<file path="src/rtl/awc_pkg.sv">
package awc_pkg;

  typedef enum logic [2:0] {
    OP_ADD = 3'd0,
    OP_SUB = 3'd1,
    OP_ADC = 3'd2,
    OP_SBC = 3'd3,
    OP_CMN = 3'd4,
    OP_CMP = 3'd5,
    OP_AND = 3'd6,
    OP_EOR = 3'd7
  } awc_op_e;

  typedef struct packed {
    logic n;
    logic z;
    logic c;
    logic v;
  } nzcv_t;

  function automatic logic op_is_compare(awc_op_e op);
    return (op == OP_CMN) || (op == OP_CMP);
  endfunction

  function automatic logic op_is_logic(awc_op_e op);
    return (op == OP_AND) || (op == OP_EOR);
  endfunction

  function automatic logic op_inverts_b(awc_op_e op);
    return (op == OP_SUB) || (op == OP_SBC) || (op == OP_CMP);
  endfunction

  // carry-in choice: fixed 0, fixed 1, or the stored carry flag
  function automatic logic op_carry_in(awc_op_e op, logic stored_c);
    logic cin;
    case (op)
      OP_SUB, OP_CMP: cin = 1'b1;
      OP_ADC, OP_SBC: cin = stored_c;
      default:        cin = 1'b0;
    endcase
    return cin;
  endfunction

endpackage

</file>
<file path="src/rtl/awc_operand_prep.sv">
module awc_operand_prep
  import awc_pkg::*;
#(
  parameter int DATA_W = 64
) (
  input  awc_op_e           op,
  input  logic [DATA_W-1:0] b_in,
  input  logic              stored_c,
  output logic [DATA_W-1:0] b_eff,
  output logic              cin
);

  always_comb begin
    b_eff = op_inverts_b(op) ? ~b_in : b_in;
    cin   = op_carry_in(op, stored_c);
  end

endmodule

</file>
<file path="src/rtl/awc_adder_core.sv">
module awc_adder_core
  import awc_pkg::*;
#(
  parameter int DATA_W   = 64,
  parameter int NARROW_W = 32
) (
  input  logic [DATA_W-1:0] a,
  input  logic [DATA_W-1:0] b,
  input  logic              cin,
  input  logic              wide,
  output logic [DATA_W-1:0] sum,
  output nzcv_t             flags
);

  localparam int PAD_W = DATA_W - NARROW_W;

  logic [DATA_W:0]   full_sum;
  logic [NARROW_W:0] nar_sum;
  logic              sign_a;
  logic              sign_b;

  always_comb begin
    full_sum = {1'b0, a} + {1'b0, b} + {{DATA_W{1'b0}}, cin};
    nar_sum  = {1'b0, a[NARROW_W-1:0]} + {1'b0, b[NARROW_W-1:0]}
             + {{NARROW_W{1'b0}}, cin};
    if (wide) begin
      sum     = full_sum[DATA_W-1:0];
      flags.c = full_sum[DATA_W];
      flags.n = full_sum[DATA_W-1];
      sign_a  = a[DATA_W-1];
      sign_b  = b[DATA_W-1];
    end else begin
      sum     = {{PAD_W{1'b0}}, nar_sum[NARROW_W-1:0]};
      flags.c = nar_sum[NARROW_W];
      flags.n = nar_sum[NARROW_W-1];
      sign_a  = a[NARROW_W-1];
      sign_b  = b[NARROW_W-1];
    end
    flags.z = (sum == '0);
    flags.v = (sign_a == sign_b) && (flags.n != sign_a);
  end

endmodule

</file>
<file path="src/rtl/awc_logic_unit.sv">
module awc_logic_unit
  import awc_pkg::*;
#(
  parameter int DATA_W   = 64,
  parameter int NARROW_W = 32
) (
  input  awc_op_e           op,
  input  logic              wide,
  input  logic [DATA_W-1:0] a,
  input  logic [DATA_W-1:0] b,
  output logic [DATA_W-1:0] res,
  output nzcv_t             flags
);

  localparam int PAD_W = DATA_W - NARROW_W;

  logic [DATA_W-1:0] raw;

  always_comb begin
    raw     = (op == OP_AND) ? (a & b) : (a ^ b);
    res     = wide ? raw : {{PAD_W{1'b0}}, raw[NARROW_W-1:0]};
    flags.n = wide ? res[DATA_W-1] : res[NARROW_W-1];
    flags.z = (res == '0);
    flags.c = 1'b0;
    flags.v = 1'b0;
  end

endmodule

</file>
<file path="src/rtl/awc_flag_reg.sv">
module awc_flag_reg
  import awc_pkg::*;
(
  input  logic  clk,
  input  logic  rst,
  input  logic  load,
  input  nzcv_t d,
  output nzcv_t q
);

  always_ff @(posedge clk) begin
    if (rst)       q <= '0;
    else if (load) q <= d;
  end

endmodule

</file>
<file path="src/rtl/awc_flag_unit.sv">
module awc_flag_unit
  import awc_pkg::*;
#(
  parameter int DATA_W   = 64,
  parameter int NARROW_W = 32
) (
  input  logic              clk,
  input  logic              rst,
  input  logic [2:0]        op_sel,
  input  logic              wide,
  input  logic              set_flags,
  input  logic              cond_pass,
  input  logic [3:0]        nzcv_imm,
  input  logic [DATA_W-1:0] op_a,
  input  logic [DATA_W-1:0] op_b,
  output logic [DATA_W-1:0] result,
  output logic [3:0]        flags_q
);

  awc_op_e           op;
  logic [DATA_W-1:0] b_eff;
  logic              cin;
  logic [DATA_W-1:0] add_sum;
  nzcv_t             add_flags;
  logic [DATA_W-1:0] log_res;
  nzcv_t             log_flags;
  nzcv_t             res_flags;
  nzcv_t             flag_d;
  nzcv_t             flag_q_s;
  logic              flag_load;
  logic              take_imm;

  assign op = awc_op_e'(op_sel);

  awc_operand_prep #(.DATA_W(DATA_W)) u_prep (
    .op       (op),
    .b_in     (op_b),
    .stored_c (flag_q_s.c),
    .b_eff    (b_eff),
    .cin      (cin)
  );

  awc_adder_core #(.DATA_W(DATA_W), .NARROW_W(NARROW_W)) u_add (
    .a     (op_a),
    .b     (b_eff),
    .cin   (cin),
    .wide  (wide),
    .sum   (add_sum),
    .flags (add_flags)
  );

  awc_logic_unit #(.DATA_W(DATA_W), .NARROW_W(NARROW_W)) u_log (
    .op    (op),
    .wide  (wide),
    .a     (op_a),
    .b     (op_b),
    .res   (log_res),
    .flags (log_flags)
  );

  always_comb begin
    result    = op_is_logic(op) ? log_res : add_sum;
    res_flags = op_is_logic(op) ? log_flags : add_flags;
    take_imm  = op_is_compare(op) && !cond_pass;
    flag_load = op_is_compare(op) || set_flags;
    flag_d    = take_imm ? nzcv_t'(nzcv_imm) : res_flags;
  end

  awc_flag_reg u_flags (
    .clk  (clk),
    .rst  (rst),
    .load (flag_load),
    .d    (flag_d),
    .q    (flag_q_s)
  );

  assign flags_q = flag_q_s;

endmodule

</file>
<file path="config.mk">
export PLATFORM = sky130hd
export DESIGN_NAME = awc_flag_unit
export DESIGN_NICKNAME = d
export VERILOG_FILES = /design/src/rtl/awc_pkg.sv /design/src/rtl/awc_operand_prep.sv /design/src/rtl/awc_adder_core.sv /design/src/rtl/awc_logic_unit.sv /design/src/rtl/awc_flag_reg.sv /design/src/rtl/awc_flag_unit.sv
export SDC_FILE = /design/constraint.sdc
export NUM_CORES = 1
export LEC_CHECK = 0
export BUFFER_PORTS_ARGS = -buffer_cell sky130_fd_sc_hd__buf_4
export CAP_MARGIN = 20
export CORE_ASPECT_RATIO = 1.25
export CORE_MARGIN = 8
export CORE_UTILIZATION = 45
export CTS_CLUSTER_DIAMETER = 40
export CTS_CLUSTER_SIZE = 25
export DETAILED_ROUTE_END_ITERATION = 16
export PLACE_DENSITY = 0.75
export SETUP_SLACK_MARGIN = 0.15
export SYNTH_ARGS = -nofsm -noshare
export SYNTH_HDL_FRONTEND = slang
export SYNTH_HIERARCHICAL = 1
export SYNTH_SLANG_ARGS = --single-unit
</file>
<file path="constraint.sdc">
create_clock -name clk -period 18 [get_ports clk]
set_clock_uncertainty 0.2 [all_clocks]
set_input_delay 3.6 -clock clk [delete_from_list [all_inputs] [get_ports clk]]
set_output_delay 3.6 -clock clk [all_outputs]
set_load 0.05 [all_outputs]
</file>
Word level (Yosys, flattened, before mapping)
Cells that the tools add are included.
{ "op_classes": {"n_lt_le_gt_ge": 0, "reduce_logical": 12, "n_shift": 0, "div": 0, "bitwise_logic": 3, "n_addsub": 4, "mux": 13, "n_eq_ne": 9, "mul": 0} }
{ "ops": {"columns": ["operator", "count"], "rows": [
  ["two-way mux 64 bit", 5],
  ["logical NOT 64 bit", 2],
  ["adder 64 x 64 -> 65 bit", 1],
  ["adder 65 x 1 -> 65 bit", 1],
  ["bitwise AND 64 bit", 1],
  ["inverter 64 bit", 1],
  ["XOR 64 bit", 1],
  ["adder 32 x 32 -> 33 bit", 1],
  ["adder 33 x 1 -> 33 bit", 1],
  ["== test 3 bit (second input constant)", 4],
  ["two-way mux 4 bit", 2],
  ["== test 3 x 2 -> 1 bit (second input constant)", 2],
  ["logical OR 1 bit", 5],
  ["two-way mux 1 bit", 5],
  ["OR reduction 2 bit", 2],
  ["== test 3 x 1 -> 1 bit (second input constant)", 1],
  ["logical AND 1 bit", 2],
  ["case mux 1 bit (2 select lines)", 1],
  ["== test 1 bit", 1],
  ["logical NOT 1 bit", 1],
  ["!= test 1 bit", 1]
]} }
{ "word_totals": {"n_memories": 0, "out_inout_bits": 68, "romBits": 0, "elab_cells": 45, "latch_bits": 0, "regBits": 4, "input_bits": 140, "ram_bits": 0} }

Depth between registers and ports, before layout
{ "logic_depth": {"ltp_word": 11, "ltp_mapped": 22, "ltp_nobuf": 20} }

Modules after synthesis
Netlist, hierarchy kept.
{ "modules_own_cells": {"columns": ["mod", "instances", "area_per_inst_um2", "cells_per_inst", "seq_area_each_um2"], "rows": [
  ["awc_adder_core", 1, 4535.6, 699, 0.0],
  ["awc_logic_unit", 1, 2109.5, 334, 0.0],
  ["awc_flag_unit", 1, 929.6, 88, 0.0],
  ["awc_operand_prep", 1, 723.2, 75, 0.0],
  ["awc_flag_reg", 1, 140.1, 13, 80.1]
]} }

Worst setup path after synthesis
OpenSTA, ideal clock, no wires.
{ "synth_timing": {"path_kind": "input-to-output", "from": "in op_sel[0]", "to": "out result[62]", "n_path_buf": 3, "required_ps": 14200, "arrival_time_ps": 7106, "path_slack_ps": 7094, "stages": 17, "path_cell_list": "a21boi_2 -> buf_8 -> buf_12 -> xor2_1 -> ha_1 -> buf_2 -> a21oi_1 -> o21a_1 -> or3_2 -> nand3b_4 -> a211oi_1 -> o41a_1 -> or4_1 -> a31oi_1 -> xnor2_1 -> nor2_1 -> mux2_4"} }
{ "synth_between": {"elab_chain_len": 8, "elab_cells_between_ends": 19, "cone_classes": "add/sub: 2; eq/ne: 6; mux: 6; reduce/logical: 5"} }
{ "synth_rtl": {"columns": ["item", "line_no", "text"], "rows": [
  ["start, declared", "awc_flag_unit.sv:9", "input logic [2:0] op_sel,"],
  ["== test 3 x 1 -> 1 bit or == test 3 x 2 -> 1 bit (tied branches)", "awc_pkg.sv:30", "return (op == OP_SUB) || (op == OP_SBC) || (op == OP_CMP);"],
  ["logical OR 1 bit", "awc_pkg.sv:30", null],
  ["logical OR 1 bit (*)", "awc_pkg.sv:30", null],
  ["two-way mux 64 bit (*)", "awc_operand_prep.sv:14", "b_eff = op_inverts_b(op) ? ~b_in : b_in;"],
  ["named net b_eff[7]", "awc_flag_unit.sv:21", "logic [DATA_W-1:0] b_eff;"],
  ["adder 64 x 64 -> 65 bit (*)", "awc_adder_core.sv:23", "full_sum = {1'b0, a} + {1'b0, b} + {{DATA_W{1'b0}}, cin};"],
  ["adder 65 x 1 -> 65 bit (*)", "awc_adder_core.sv:23", null],
  ["two-way mux 64 bit (*)", "awc_adder_core.sv:26", "if (wide) begin"],
  ["named net add_sum[62]", "awc_flag_unit.sv:23", "logic [DATA_W-1:0] add_sum;"],
  ["two-way mux 64 bit (*)", "awc_flag_unit.sv:62", "result = op_is_logic(op) ? log_res : add_sum;"],
  ["end, declared", "awc_flag_unit.sv:16", "output logic [DATA_W-1:0] result,"]
]} }
Mark *: on every way through the listed nets, which the timed path passes. The rest lies on a longest branch.

Worst setup path after layout
{ "layout_timing": {"from": "in op_sel[1]", "to": "out result[54]"} }
Same word-level chain as after synthesis.

==> results.txt <==
- The run finished with clean final reports.
* TritonCTS clock tree: built
- The finished layout holds 1576 standard cells, fillers aside.
- In this run the static leakage power is 4.673 nW.
- Static timing analysis puts the maximum clock frequency at 80.07 MHz.
* Post-placement cell count: 1573
* Final WL: 32800 um
- Reported max-cap violation count: 0
- The worst pin sits at a relative slew slack of 28.49%.
- Setup violations remaining at the end of the flow were counted as 0.
- Most flops, register: u_flags/q
- Cell taking the most area after synthesis: sky130_fd_sc_hd__ha_1
* Sw frac: 61.10%
* Final Core Density: 53.55%
- The floorplan step set the die width to 138.5 um.
- In this run, flip-flops and latches consume 1.5% of the power.
* Sum Neg Setup Slack: 0 ns
- CTS built an H-tree with a depth of 1.
- The die is 169.1 um tall.
- Dividing the final minimum period by the clock period gives 69.38%.
- After detailed routing, the average wire length per cell comes to 20.81 um.
- Final critical-path required period: 12.49 ns
* Global-route total usage across every layer: 26.18%
* Average cell area after synthesis: 6.979 um^2
* Number of ports placed on the die boundary: 208
- The HPWL after detailed placement is 27530 um.
- Register clock-pin slew on the reported worst setup and hold paths: 0.03 ns
- Seq/Total Area, Yosys: 0.9490%
- Routed vias: 9647
* Overflow left after global routing: 0
* Starting utilization of the core area: 45.44%
- Mapped Cells: 1209
- Switching power summed over all nets: 438.1 uW
- In the final layout, the share of cells above drive strength 1 is 22.02%.
- The number of different library cells used by synthesis comes to 81.
- In the synthesized netlist the dominant register cell turns out to be sky130_fd_sc_hd__dfxtp_1.
* Top-count cell post-synth: sky130_fd_sc_hd__nand2_1
- CP Data Required Time: 14.20 ns
- In this run, CTS created clock tree buffers numbering 3.
- At the end of routability-driven placement, the weighted congestion stood at 0.9864.
- Entering global routing, the biggest net connects 70 pins.
- Data arrives at the worst endpoint at 8.69 ns.
- In this run, the clock network consumes 4.8% of the power.
- No sink is reached through more buffers than the 2 on the longest clock path.
- Combinational cells account for 93.7% of the total power.
- Clock latency on the worst-skew pair, taken at its later pin, is 0.22 ns.
* Largest registers ranked by flip-flop count: u_flags/q (4)
* Antenna violations before repair: 0
- In this run, synthesis produced a sequential element count of 4.
- The die covers 23420 um^2.
- Post-synthesis instance area: 8438 um^2
- Num Clock Sinks: 4
- Worst-path maximum fanout: 42
- Number of synthesized flops with an enable pin: 0
* Setup repair after global routing missed its margin: no
- Drt via density: 6.121
* Total number of nets in the final design: 1615
- Number of failing hold endpoints at the final stage: 0
* Buffers inserted by post-CTS timing repair: 0
- YS warnings: 6
- The count of buffers added on input and output ports is 207.
* Int Power: 278.9 uW
- After synthesis, the share of flip-flops with an asynchronous set or reset is 0%.
- Max Transition Viols Final: 0
- Slew at the pin with the worst max-slew slack: 1.073 ns
- Vias in the first global route: 9779
- In this run the power density over the cells is 72.11 nW/um^2.
- In this run the worst hold path is classified as reg2reg.
- Cell row count: 56
- First-pass detailed-route iteration total: 6
- The worst setup path is captured at an output port.
- Share of the synthesized area in the top cell type: 18.83%
* First-pass GRT wire length: 50640 um
* Flip-flop count of the largest register after layout: 4
* Startpoint type of the worst setup path: primary input
- Once the clock tree was built, the resizer swapped 0 gates to a different size.
* Worst IR drop on VDD: 0.07573 mV
- Area added between synthesis and finish: 17.84%
* Final Total Pwr: 717.1 uW
- The critical path is of the in2out type.
- The number of antenna diodes in the final layout is 0.
- The region available for standard cell placement spans 18570 um^2.
- CTS placed an instance of sky130_fd_sc_hd__clkbuf_16 at the clock tree root.
* Hold buffer count at CTS: 0
* Cell types with the largest area share after synthesis: sky130_fd_sc_hd__ha_1 (19%), sky130_fd_sc_hd__nand2_1 (11%), sky130_fd_sc_hd__xor2_1 (8.7%)
* Initial drt markers: 643
* Drc violations: 0
- Post-synth top cells: sky130_fd_sc_hd__nand2_1 (238), sky130_fd_sc_hd__ha_1 (127), sky130_fd_sc_hd__a21oi_1 (91)
* Post-route antenna net violation count: 0
[path summary, 6_finish.rpt]
| kind | depth (start not counted) | to | slack, ns | from |
|---|---|---|---|---|
| worst min-delay path | 2 | u_flags/q[0]$_SDFFE_PP0P_ | 0.32 | u_flags/q[0]$_SDFFE_PP0P_ |
| worst max-delay path | 19 | result[54] | 5.51 | op_sel[1] |
| worst min register to register | 2 | u_flags/q[0]$_SDFFE_PP0P_ | 0.32 | u_flags/q[0]$_SDFFE_PP0P_ |
| worst max register to register | 20 | u_flags/q[2]$_SDFFE_PP0P_ | 12.04 | u_flags/q[1]$_SDFFE_PP0P_ |
[layout make-up]
type | count | area [um^2]
Inverter | 22 | 82.58
Fill cell | 1838 | 8625
Tap cell | 232 | 290.3
Timing Repair Buffer | 210 | 1577
Sequential cell | 4 | 80.08
Multi-Input combinational cell | 1105 | 7839
Clock buffer | 3 | 75.07
[critical path: stages]
cell and delay (ns):
sky130_fd_sc_hd__buf_4 0.15, sky130_fd_sc_hd__a21boi_4 0.14, sky130_fd_sc_hd__buf_4 0.37, sky130_fd_sc_hd__buf_4 0.65, sky130_fd_sc_hd__xor2_1 0.18, sky130_fd_sc_hd__fa_1 0.46, sky130_fd_sc_hd__fa_1 0.43, sky130_fd_sc_hd__a21o_1 0.21
sky130_fd_sc_hd__and4_4 0.20, sky130_fd_sc_hd__o21ai_4 0.18, sky130_fd_sc_hd__nand3b_4 0.13, sky130_fd_sc_hd__a211oi_1 0.50, sky130_fd_sc_hd__o41a_1 0.30, sky130_fd_sc_hd__o21ai_0 0.14, sky130_fd_sc_hd__a21boi_0 0.24, sky130_fd_sc_hd__xor2_1 0.17
sky130_fd_sc_hd__nor2_1 0.07, sky130_fd_sc_hd__mux2_4 0.31, sky130_fd_sc_hd__buf_4 0.19
[cell families (layout without fill, tap and decap cells)]
family	count (synthesis)	count (layout)	share of synthesized area [%]
DFF	4	4	0.9490
buffers and inverters	101	235	6.391
adders and majority gates	129	129	19.31
xor gates and xnor gates	115	115	11.94
other	1	2	0.04444
muxes	78	78	11.06
and+or+nand+nor	484	484	26.90
AOI/OAI and AO/OA	297	297	23.41
[cells in the final DEF (no fill, tap or decap), types with 7 or more instances in the layout]
cell and count:
sky130_fd_sc_hd__a211o_1 7, sky130_fd_sc_hd__nor2_1 75, sky130_fd_sc_hd__o21ai_0 40, sky130_fd_sc_hd__inv_1 22
sky130_fd_sc_hd__xor2_1 84, sky130_fd_sc_hd__o21bai_1 12, sky130_fd_sc_hd__mux2_4 16, sky130_fd_sc_hd__o211ai_1 7
sky130_fd_sc_hd__nand3_1 11, sky130_fd_sc_hd__and2_1 12, sky130_fd_sc_hd__a211oi_1 8, sky130_fd_sc_hd__nand2b_1 11
sky130_fd_sc_hd__ha_1 127, sky130_fd_sc_hd__o21ai_1 7, sky130_fd_sc_hd__nor4_1 36, sky130_fd_sc_hd__nand2_1 237
sky130_fd_sc_hd__nand4_1 41, sky130_fd_sc_hd__a21oi_1 91, sky130_fd_sc_hd__mux2_2 48, sky130_fd_sc_hd__mux2i_1 13
sky130_fd_sc_hd__xnor2_1 31, sky130_fd_sc_hd__a21o_1 19, sky130_fd_sc_hd__a21boi_0 30, sky130_fd_sc_hd__nor3_1 27
sky130_fd_sc_hd__buf_4 210, sky130_fd_sc_hd__o21a_1 20
[per-stage QoR]
step	setup WS, ns	instance area, um^2	hold WS [ns]
2_1_floorplan	7.094	8442	0.5326
3_3_place_gp	5.619	9868	0.2819
3_5_place_dp	5.539	9868	0.3133
4_1_cts	5.536	9943	0.3202
5_1_grt	5.216	9943	0.3538
6_report	5.511	9943	0.3159
[power by group through the flow]
stage	combinational [mW]	clock, mW	sequential (mW)
floorplan	0.470	0	0.0137
global placement	0.660	0	0.0106
detailed placement	0.662	0	0.0107
CTS	0.665	0.0349	0.0105
global route	0.715	0.0356	0.0106
finish	0.672	0.0346	0.0106
[layer usage]
layer  global-route usage, %  vias to the layer above  part of all wire, %
met2                   47.56                      393                   50
met5                       0                        -                    0
met1                   28.38                     4476                   39
met3                   3.363                      107                  5.5
met4                   16.29                        0                  6.4
li1                        -                     4671                    -
Note: power is estimated with default switching activity, not from simulation.
